[src/rtl/gcm_ghash_pkg.sv]
package gcm_ghash_pkg;

  typedef enum logic [1:0] {
    PH_INIT    = 2'b00,
    PH_HEADER  = 2'b01,
    PH_PAYLOAD = 2'b10,
    PH_FINAL   = 2'b11
  } phase_e;

  localparam int A_CTRL  = 0;
  localparam int A_STAT  = 1;
  localparam int A_DIN   = 2;
  localparam int A_DOUT  = 3;
  localparam int A_SUSP0 = 4;

  localparam int CB_EN  = 0;
  localparam int CB_CLR = 3;
  localparam int CB_IEN = 4;

endpackage

[src/rtl/gcm_reset_sync.sv]
module gcm_reset_sync #(
  parameter int STAGES = 2
) (
  input  logic clk,
  input  logic rst_n_in,
  output logic rst_n_out
);

  logic [STAGES-1:0] sync_q;

  always_ff @(posedge clk or negedge rst_n_in) begin
    if (!rst_n_in) sync_q <= '0;
    else           sync_q <= {sync_q[STAGES-2:0], 1'b1};
  end

  assign rst_n_out = sync_q[STAGES-1];

endmodule

[src/rtl/gcm_word_packer.sv]
module gcm_word_packer #(
  parameter int WORD_W = 32,
  parameter int WORDS  = 4
) (
  input  logic                    clk,
  input  logic                    rst_n,
  input  logic                    clear,
  input  logic                    push,
  input  logic [WORD_W-1:0]       word,
  output logic [WORD_W*WORDS-1:0] block_next,
  output logic                    last
);

  localparam int BW   = WORD_W * WORDS;
  localparam int CW   = (WORDS > 1) ? $clog2(WORDS) : 1;
  localparam int HOLD = BW - WORD_W;

  logic [HOLD-1:0] hold_q, hold_d;
  logic [CW-1:0]   cnt_q, cnt_d;
  logic            ce;

  assign block_next = {hold_q, word};
  assign last       = push && (cnt_q == CW'(WORDS - 1));

  always_comb begin
    hold_d = hold_q;
    cnt_d  = cnt_q;
    if (clear) begin
      cnt_d = '0;
    end else if (push) begin
      hold_d = block_next[HOLD-1:0];
      cnt_d  = last ? '0 : cnt_q + CW'(1);
    end
  end

  assign ce = clear || push;

  always_ff @(posedge clk or negedge rst_n) begin
    if (!rst_n) begin
      hold_q <= '0;
      cnt_q  <= '0;
    end else if (ce) begin
      hold_q <= hold_d;
      cnt_q  <= cnt_d;
    end
  end

endmodule

[src/rtl/gcm_gf_mult.sv]
module gcm_gf_mult #(
  parameter int         W   = 128,
  parameter logic [W-1:0] RED = {8'hE1, {(W-8){1'b0}}}
) (
  input  logic         clk,
  input  logic         rst_n,
  input  logic         start,
  input  logic         abort,
  input  logic [W-1:0] x,
  input  logic [W-1:0] h,
  output logic         busy,
  output logic         done,
  output logic [W-1:0] result
);

  localparam int IW = $clog2(W);

  logic          busy_q, busy_d;
  logic [IW-1:0] idx_q, idx_d;
  logic [W-1:0]  xs_q, xs_d, v_q, v_d, z_q, z_d;
  logic [W-1:0]  z_step, v_step;
  logic          last, ce;

  // one bit of X per cycle, X bit 0 (GCM order) is the vector MSB
  assign z_step = xs_q[W-1] ? (z_q ^ v_q) : z_q;
  assign v_step = v_q[0] ? ((v_q >> 1) ^ RED) : (v_q >> 1);
  assign last   = busy_q && (idx_q == IW'(W - 1));
  assign done   = last && !abort;
  assign result = z_step;
  assign busy   = busy_q;

  always_comb begin
    busy_d = busy_q;
    idx_d  = idx_q;
    xs_d   = xs_q;
    v_d    = v_q;
    z_d    = z_q;
    if (abort) begin
      busy_d = 1'b0;
    end else if (start) begin
      busy_d = 1'b1;
      idx_d  = '0;
      xs_d   = x;
      v_d    = h;
      z_d    = '0;
    end else if (busy_q) begin
      idx_d  = idx_q + IW'(1);
      xs_d   = xs_q << 1;
      v_d    = v_step;
      z_d    = z_step;
      busy_d = !last;
    end
  end

  assign ce = abort || start || busy_q;

  always_ff @(posedge clk or negedge rst_n) begin
    if (!rst_n) begin
      busy_q <= 1'b0;
      idx_q  <= '0;
      xs_q   <= '0;
      v_q    <= '0;
      z_q    <= '0;
    end else if (ce) begin
      busy_q <= busy_d;
      idx_q  <= idx_d;
      xs_q   <= xs_d;
      v_q    <= v_d;
      z_q    <= z_d;
    end
  end

endmodule

[src/rtl/gcm_ghash_engine.sv]
module gcm_ghash_engine
  import gcm_ghash_pkg::*;
#(
  parameter int WORD_W  = 32,
  parameter int BLOCK_W = 128,
  parameter int ADDR_W  = 3
) (
  input  logic               clk,
  input  logic               rst_n,
  input  logic               bus_wr,
  input  logic               bus_rd,
  input  logic [ADDR_W-1:0]  bus_addr,
  input  logic [WORD_W-1:0]  bus_wdata,
  output logic [WORD_W-1:0]  bus_rdata,
  input  logic [BLOCK_W-1:0] hash_key,
  input  logic [BLOCK_W-1:0] tag_mask,
  output logic               irq
);

  localparam int WORDS = BLOCK_W / WORD_W;
  localparam int PTR_W = (WORDS > 1) ? $clog2(WORDS) : 1;

  logic rst_sync_n;

  gcm_reset_sync #(.STAGES(2)) u_rst (
    .clk       (clk),
    .rst_n_in  (rst_n),
    .rst_n_out (rst_sync_n)
  );

  // architectural state
  logic               en_q, en_d;
  phase_e             phase_q, phase_d;
  logic               ien_q, ien_d;
  logic               flag_q, flag_d;
  logic               err_q, err_d;
  logic [BLOCK_W-1:0] y_q, y_d;
  logic [PTR_W-1:0]   rptr_q, rptr_d;

  // bus decode
  logic             wr_ctrl, wr_din, wr_susp, rd_dout, is_susp;
  logic [PTR_W-1:0] sidx;
  phase_e           wr_phase;
  logic             skip, init_clear, stop_req;
  logic             din_accept, din_ignored, susp_ok, susp_ignored;

  // datapath links
  logic [BLOCK_W-1:0] pack_block;
  logic               pack_last, blk_start;
  logic               mult_busy, mult_done;
  logic [BLOCK_W-1:0] mult_result, out_blk;

  assign is_susp  = bus_addr >= ADDR_W'(A_SUSP0);
  assign sidx     = PTR_W'(bus_addr - ADDR_W'(A_SUSP0));
  assign wr_ctrl  = bus_wr && (bus_addr == ADDR_W'(A_CTRL));
  assign wr_din   = bus_wr && (bus_addr == ADDR_W'(A_DIN));
  assign wr_susp  = bus_wr && is_susp;
  assign rd_dout  = bus_rd && (bus_addr == ADDR_W'(A_DOUT));
  assign wr_phase = phase_e'(bus_wdata[2:1]);

  // leaving init for payload or final needs a fresh enable write
  assign skip       = wr_ctrl && (phase_q == PH_INIT) &&
                      ((wr_phase == PH_PAYLOAD) || (wr_phase == PH_FINAL));
  assign init_clear = wr_ctrl && bus_wdata[CB_EN] && (wr_phase == PH_INIT);
  assign stop_req   = wr_ctrl && !(bus_wdata[CB_EN] && !skip);

  assign din_accept   = wr_din && en_q && (phase_q != PH_INIT) && !flag_q && !mult_busy;
  assign din_ignored  = wr_din && !din_accept;
  assign susp_ok      = wr_susp && !en_q;
  assign susp_ignored = wr_susp && en_q;
  assign blk_start    = din_accept && pack_last;

  gcm_word_packer #(.WORD_W(WORD_W), .WORDS(WORDS)) u_pack (
    .clk        (clk),
    .rst_n      (rst_sync_n),
    .clear      (stop_req || init_clear),
    .push       (din_accept),
    .word       (bus_wdata),
    .block_next (pack_block),
    .last       (pack_last)
  );

  gcm_gf_mult #(.W(BLOCK_W)) u_mult (
    .clk    (clk),
    .rst_n  (rst_sync_n),
    .start  (blk_start),
    .abort  (stop_req),
    .x      (y_q ^ pack_block),
    .h      (hash_key),
    .busy   (mult_busy),
    .done   (mult_done),
    .result (mult_result)
  );

  always_comb begin
    en_d    = en_q;
    phase_d = phase_q;
    ien_d   = ien_q;
    flag_d  = flag_q;
    err_d   = err_q;
    y_d     = y_q;
    rptr_d  = rptr_q;
    if (wr_ctrl) begin
      phase_d = wr_phase;
      ien_d   = bus_wdata[CB_IEN];
      en_d    = bus_wdata[CB_EN] && !skip;
      if (bus_wdata[CB_CLR]) begin
        flag_d = 1'b0;
        err_d  = 1'b0;
      end
      if (init_clear) begin
        y_d    = '0;
        rptr_d = '0;
      end
    end
    if (din_ignored || susp_ignored) err_d = 1'b1;
    if (susp_ok) y_d[(WORDS - 1 - int'(sidx)) * WORD_W +: WORD_W] = bus_wdata;
    if (rd_dout) rptr_d = rptr_q + PTR_W'(1);
    if (blk_start) rptr_d = '0;
    // completion outranks a clear on the same edge
    if (mult_done) begin
      y_d    = mult_result;
      flag_d = 1'b1;
    end
  end

  always_ff @(posedge clk or negedge rst_sync_n) begin
    if (!rst_sync_n) begin
      en_q    <= 1'b0;
      phase_q <= PH_INIT;
      ien_q   <= 1'b0;
      flag_q  <= 1'b0;
      err_q   <= 1'b0;
      y_q     <= '0;
      rptr_q  <= '0;
    end else begin
      en_q    <= en_d;
      phase_q <= phase_d;
      ien_q   <= ien_d;
      flag_q  <= flag_d;
      err_q   <= err_d;
      y_q     <= y_d;
      rptr_q  <= rptr_d;
    end
  end

  assign out_blk = (phase_q == PH_FINAL) ? (y_q ^ tag_mask) : y_q;

  always_comb begin
    bus_rdata = '0;
    if (is_susp) begin
      bus_rdata = y_q[(WORDS - 1 - int'(sidx)) * WORD_W +: WORD_W];
    end else if (bus_addr == ADDR_W'(A_CTRL)) begin
      bus_rdata = WORD_W'({ien_q, 1'b0, phase_q, en_q});
    end else if (bus_addr == ADDR_W'(A_STAT)) begin
      bus_rdata = WORD_W'({mult_busy, err_q, flag_q});
    end else if (bus_addr == ADDR_W'(A_DOUT)) begin
      bus_rdata = out_blk[(WORDS - 1 - int'(rptr_q)) * WORD_W +: WORD_W];
    end
  end

  assign irq = flag_q && ien_q;

endmodule

[config.mk]
export PLATFORM = sky130hd
export DESIGN_NAME = gcm_ghash_engine
export DESIGN_NICKNAME = d
export VERILOG_FILES = /design/src/rtl/gcm_ghash_pkg.sv /design/src/rtl/gcm_reset_sync.sv /design/src/rtl/gcm_word_packer.sv /design/src/rtl/gcm_gf_mult.sv /design/src/rtl/gcm_ghash_engine.sv
export SDC_FILE = /design/constraint.sdc
export NUM_CORES = 2
export LEC_CHECK = 0
export BUFFER_PORTS_ARGS = -buffer_cell sky130_fd_sc_hd__buf_2
export CORE_ASPECT_RATIO = 0.9
export CORE_MARGIN = 2
export CORE_UTILIZATION = 51
export CTS_BUF_LIST = sky130_fd_sc_hd__clkbuf_16
export DETAILED_ROUTE_END_ITERATION = 16
export PLACE_DENSITY = 0.71
export SLEW_MARGIN = 20
export SYNTH_ARGS = -nofsm -noshare
export SYNTH_HDL_FRONTEND = slang
export SYNTH_SLANG_ARGS = --single-unit
[constraint.sdc]
create_clock -name clk -period 26.4 [get_ports clk]
set_input_delay 1.32 -clock clk [delete_from_list [all_inputs] [get_ports clk]]
set_output_delay 1.32 -clock clk [all_outputs]
set_load 0.03 [all_outputs]
==> results.ini <==
[status]
outcome = completed

[worst_setup_path]
startpoint_type = primary input
worstSetupPathType = in2reg
cp.required_ns = 26.87
cp-end-kind = flip-flop
path_buf_inv = 5
critical_path.max_fanout = 77
critPathArrivalTime_ns = 6.83
slowest_stage = buf_4
path_common_cell = buf_4
cp_cell_sequence = buf_2, buf_4, inv_1, ha_1, and3b_1, o21ai_1, o21a_4, buf_4, buf_4, mux2_2
path_delay_family = buffers and inverters
max_stage_delay_ns = 0.91

[placed_design]
portBuffers = 327
gp_congestion = 0.863
dpl_cell_area_um2 = 36200
dp_hpwl_um = 65400

[sta]
grt_setup_unrepaired = false
fin_crit_sh_pct = 24.1
hold_viol = 0
hold_slack_ns = 0.349
tightest_slew_ns = 1.12
fin_skew_ns = 0.0279
slew_violations = 0
finalSetupViolations = 0
finalSetupTns_ns = 0
maxSlewHeadroom_pct = 25.1
clock.fmax_ghz = 0.157
min_period_ns = 6.37

[yosys]
synth_fp_nets = 3083
synth_top_area_share_pct = 46.1
syn_area_um2 = 34100
ys_seq_area_share_pct = 46.1
synth-edff-count = 0
syn_avg_cell_area_um2 = 12.2
ys_async_sr_fraction_pct = 100
syn-instance-count = 2781
ys.flop_type = dfrtp_1
yosysUniqueCellTypes = 57
yosysTopAreaCell = dfrtp_1
postSynthRegisterBits = 628
synth_area_leaders = dfrtp_1 (46%), mux2_2 (17%), xor2_1 (6.7%)
yosys_warnings = 0

[pwr]
p_per_area_nw_per_um2 = 60.8
irDropWorstVdd_v = 0.0000459
p_leak_nw = 18.9

[flow_run]
cap_violations = 0

[clock_tree]
clkTransAtPathRegs_ns = 0.06
ctsResizeCount = 0
clock_latency_ns = 0.61
cts.path.max_buffers = 3
cts.htree.levels = 3
cts_tree = built
clockRootBuffer = clkbuf_16
cts_sinks = 628
cts-buffers-inserted = 69
cts_hold_buf = 0
post_cts_buffers = 0

[detailed_routing]
drc = 0
dr.pass1.iters = 5
vias_per_cell = 6.11
wirelength_um = 97700
drtAntennaViolNets = 0
vias = 23900
first_iter_violations = 2220
drt-wirelength-per-cell_um = 25.0

[finish]
post-route-util_pct = 58.1
fillCellCount = 5272
fin_nets = 3298
most-common-layout-cells = dfrtp_1 (623), mux2_2 (523), buf_2 (327), xor2_1 (262), mux2i_1 (191)
final_cell_area_um2 = 38200
final_common_cell = dfrtp_1
area_growth_pct = 12.3
layout-drive-gt1-share_pct = 33.8

[floorplanning]
die_h_um = 249
fp-row-count = 89
die_w_um = 276
core_area_um2 = 65800
initial_core_util_pct = 51.8
die-area_um2 = 68900
num_io_pins = 328

[global_routing]
grt_antenna_before_repair = 9
grtUsageTotal_pct = 28.1
grt_pass1_vias = 24500
grt_max_degree = 179
grt_pass1_wl_um = 151000
overflow = 0

[worst_hold_path]
min-delay-path-class = reg2reg

sequential cells by signal, indices dropped and copies added (netlist names):
register,count
u_mult.v_q,128
u_mult.xs_q,128
u_mult.z_q,128
y_q,128
u_pack.hold_q,96
u_mult.idx_q,7
phase_q,2
rptr_q,2
u_pack.cnt_q,2
u_rst.sync_q,2
en_q,1
err_q,1
flag_q,1
ien_q,1
u_mult.busy,1
logic make-up after synthesis:
kind of cell | Yosys count | synth area share (%)
other | 1 | 0.0110
flip-flops | 628 | 46.1
XOR/XNOR | 382 | 9.82
AO/OA/AOI/OAI | 334 | 7.79
adder cells (fa/ha/maj) | 7 | 0.257
multiplexers | 830 | 27.8
buffers and inverters | 225 | 3.03
AND/OR/NAND/NOR | 374 | 5.16
where the power goes:
group          switching, mW  internal, mW
clock network          0.399         0.502
logic                  0.207         0.142
registers             0.0720          1.00
path summary, 6_finish.rpt:
check,slack (ns),endpoint,from,cells past startpoint
min in group asynchronous,0.47,u_mult.z_q[34],u_rst.sync_q[1],0
min reg2reg,0.35,u_rst.sync_q[1],u_rst.sync_q[0],0
max in group asynchronous,23.50,phase_q[0],u_rst.sync_q[1],2
min,0.35,u_rst.sync_q[1],u_rst.sync_q[0],0
max reg2reg,21.29,u_mult.v_q[45],phase_q[1],6
max,20.03,u_mult.v_q[45],bus_addr[0],10
final cells by class:
type	count	area (um2)	share of cell area, %
clock buffers	72	1800	4.71
well taps	864	1080	2.83
repair buffers	363	1960	5.12
inverters	6	22.5	0.0589
multi-input cells	1928	17400	45.5
diodes	1	2.50	0.00654
clock inverters	45	248	0.648
flip-flops and latches	628	15700	41.1
stage by stage:
stage / power (mW) / cells / worst slack [ns]
5_1_grt: 2.41 / 3907 / 19.70
3_5_place_dp: 1.43 / 3788 / 19.48
3_3_place_gp: 1.42 / 3788 / 19.66
6_report: 2.32 / 3907 / 20.03
2_1_floorplan: 1.32 / 2781 / 7.60
4_1_cts: 2.33 / 3905 / 20.11
cell usage after synthesis (3+ instances only):
cell type / number
nor2b_1: 6
buf_2: 69
o21ai_0: 9
xor2_1: 262
a31oi_1: 4
mux2_1: 84
clkbuf_1: 115
inv_1: 6
o2bb2ai_1: 128
buf_6: 4
nor3_1: 3
and2_1: 3
nor2_1: 11
nand2_1: 181
nand3b_1: 4
ha_1: 7
nand4_1: 3
buf_4: 18
mux2_2: 523
buf_1: 12
nand3_1: 134
or3_1: 3
mux2i_1: 191
nor3b_1: 3
a21oi_1: 14
a22oi_1: 133
xnor2_1: 120
o221ai_1: 29
or4_1: 3
or3b_2: 3
dfrtp_1: 628
mux4_2: 32
and3b_1: 3
layer usage:
metal	GRT usage, %	part of all wire (%)	up-vias
met3	5.37	6.9	179
li1	-	-	10500
met4	8.79	3.1	2
met1	40.2	45	12400
met2	43.3	45	850
met5	0	0.016	-
(Power assumes the default switching activity.)
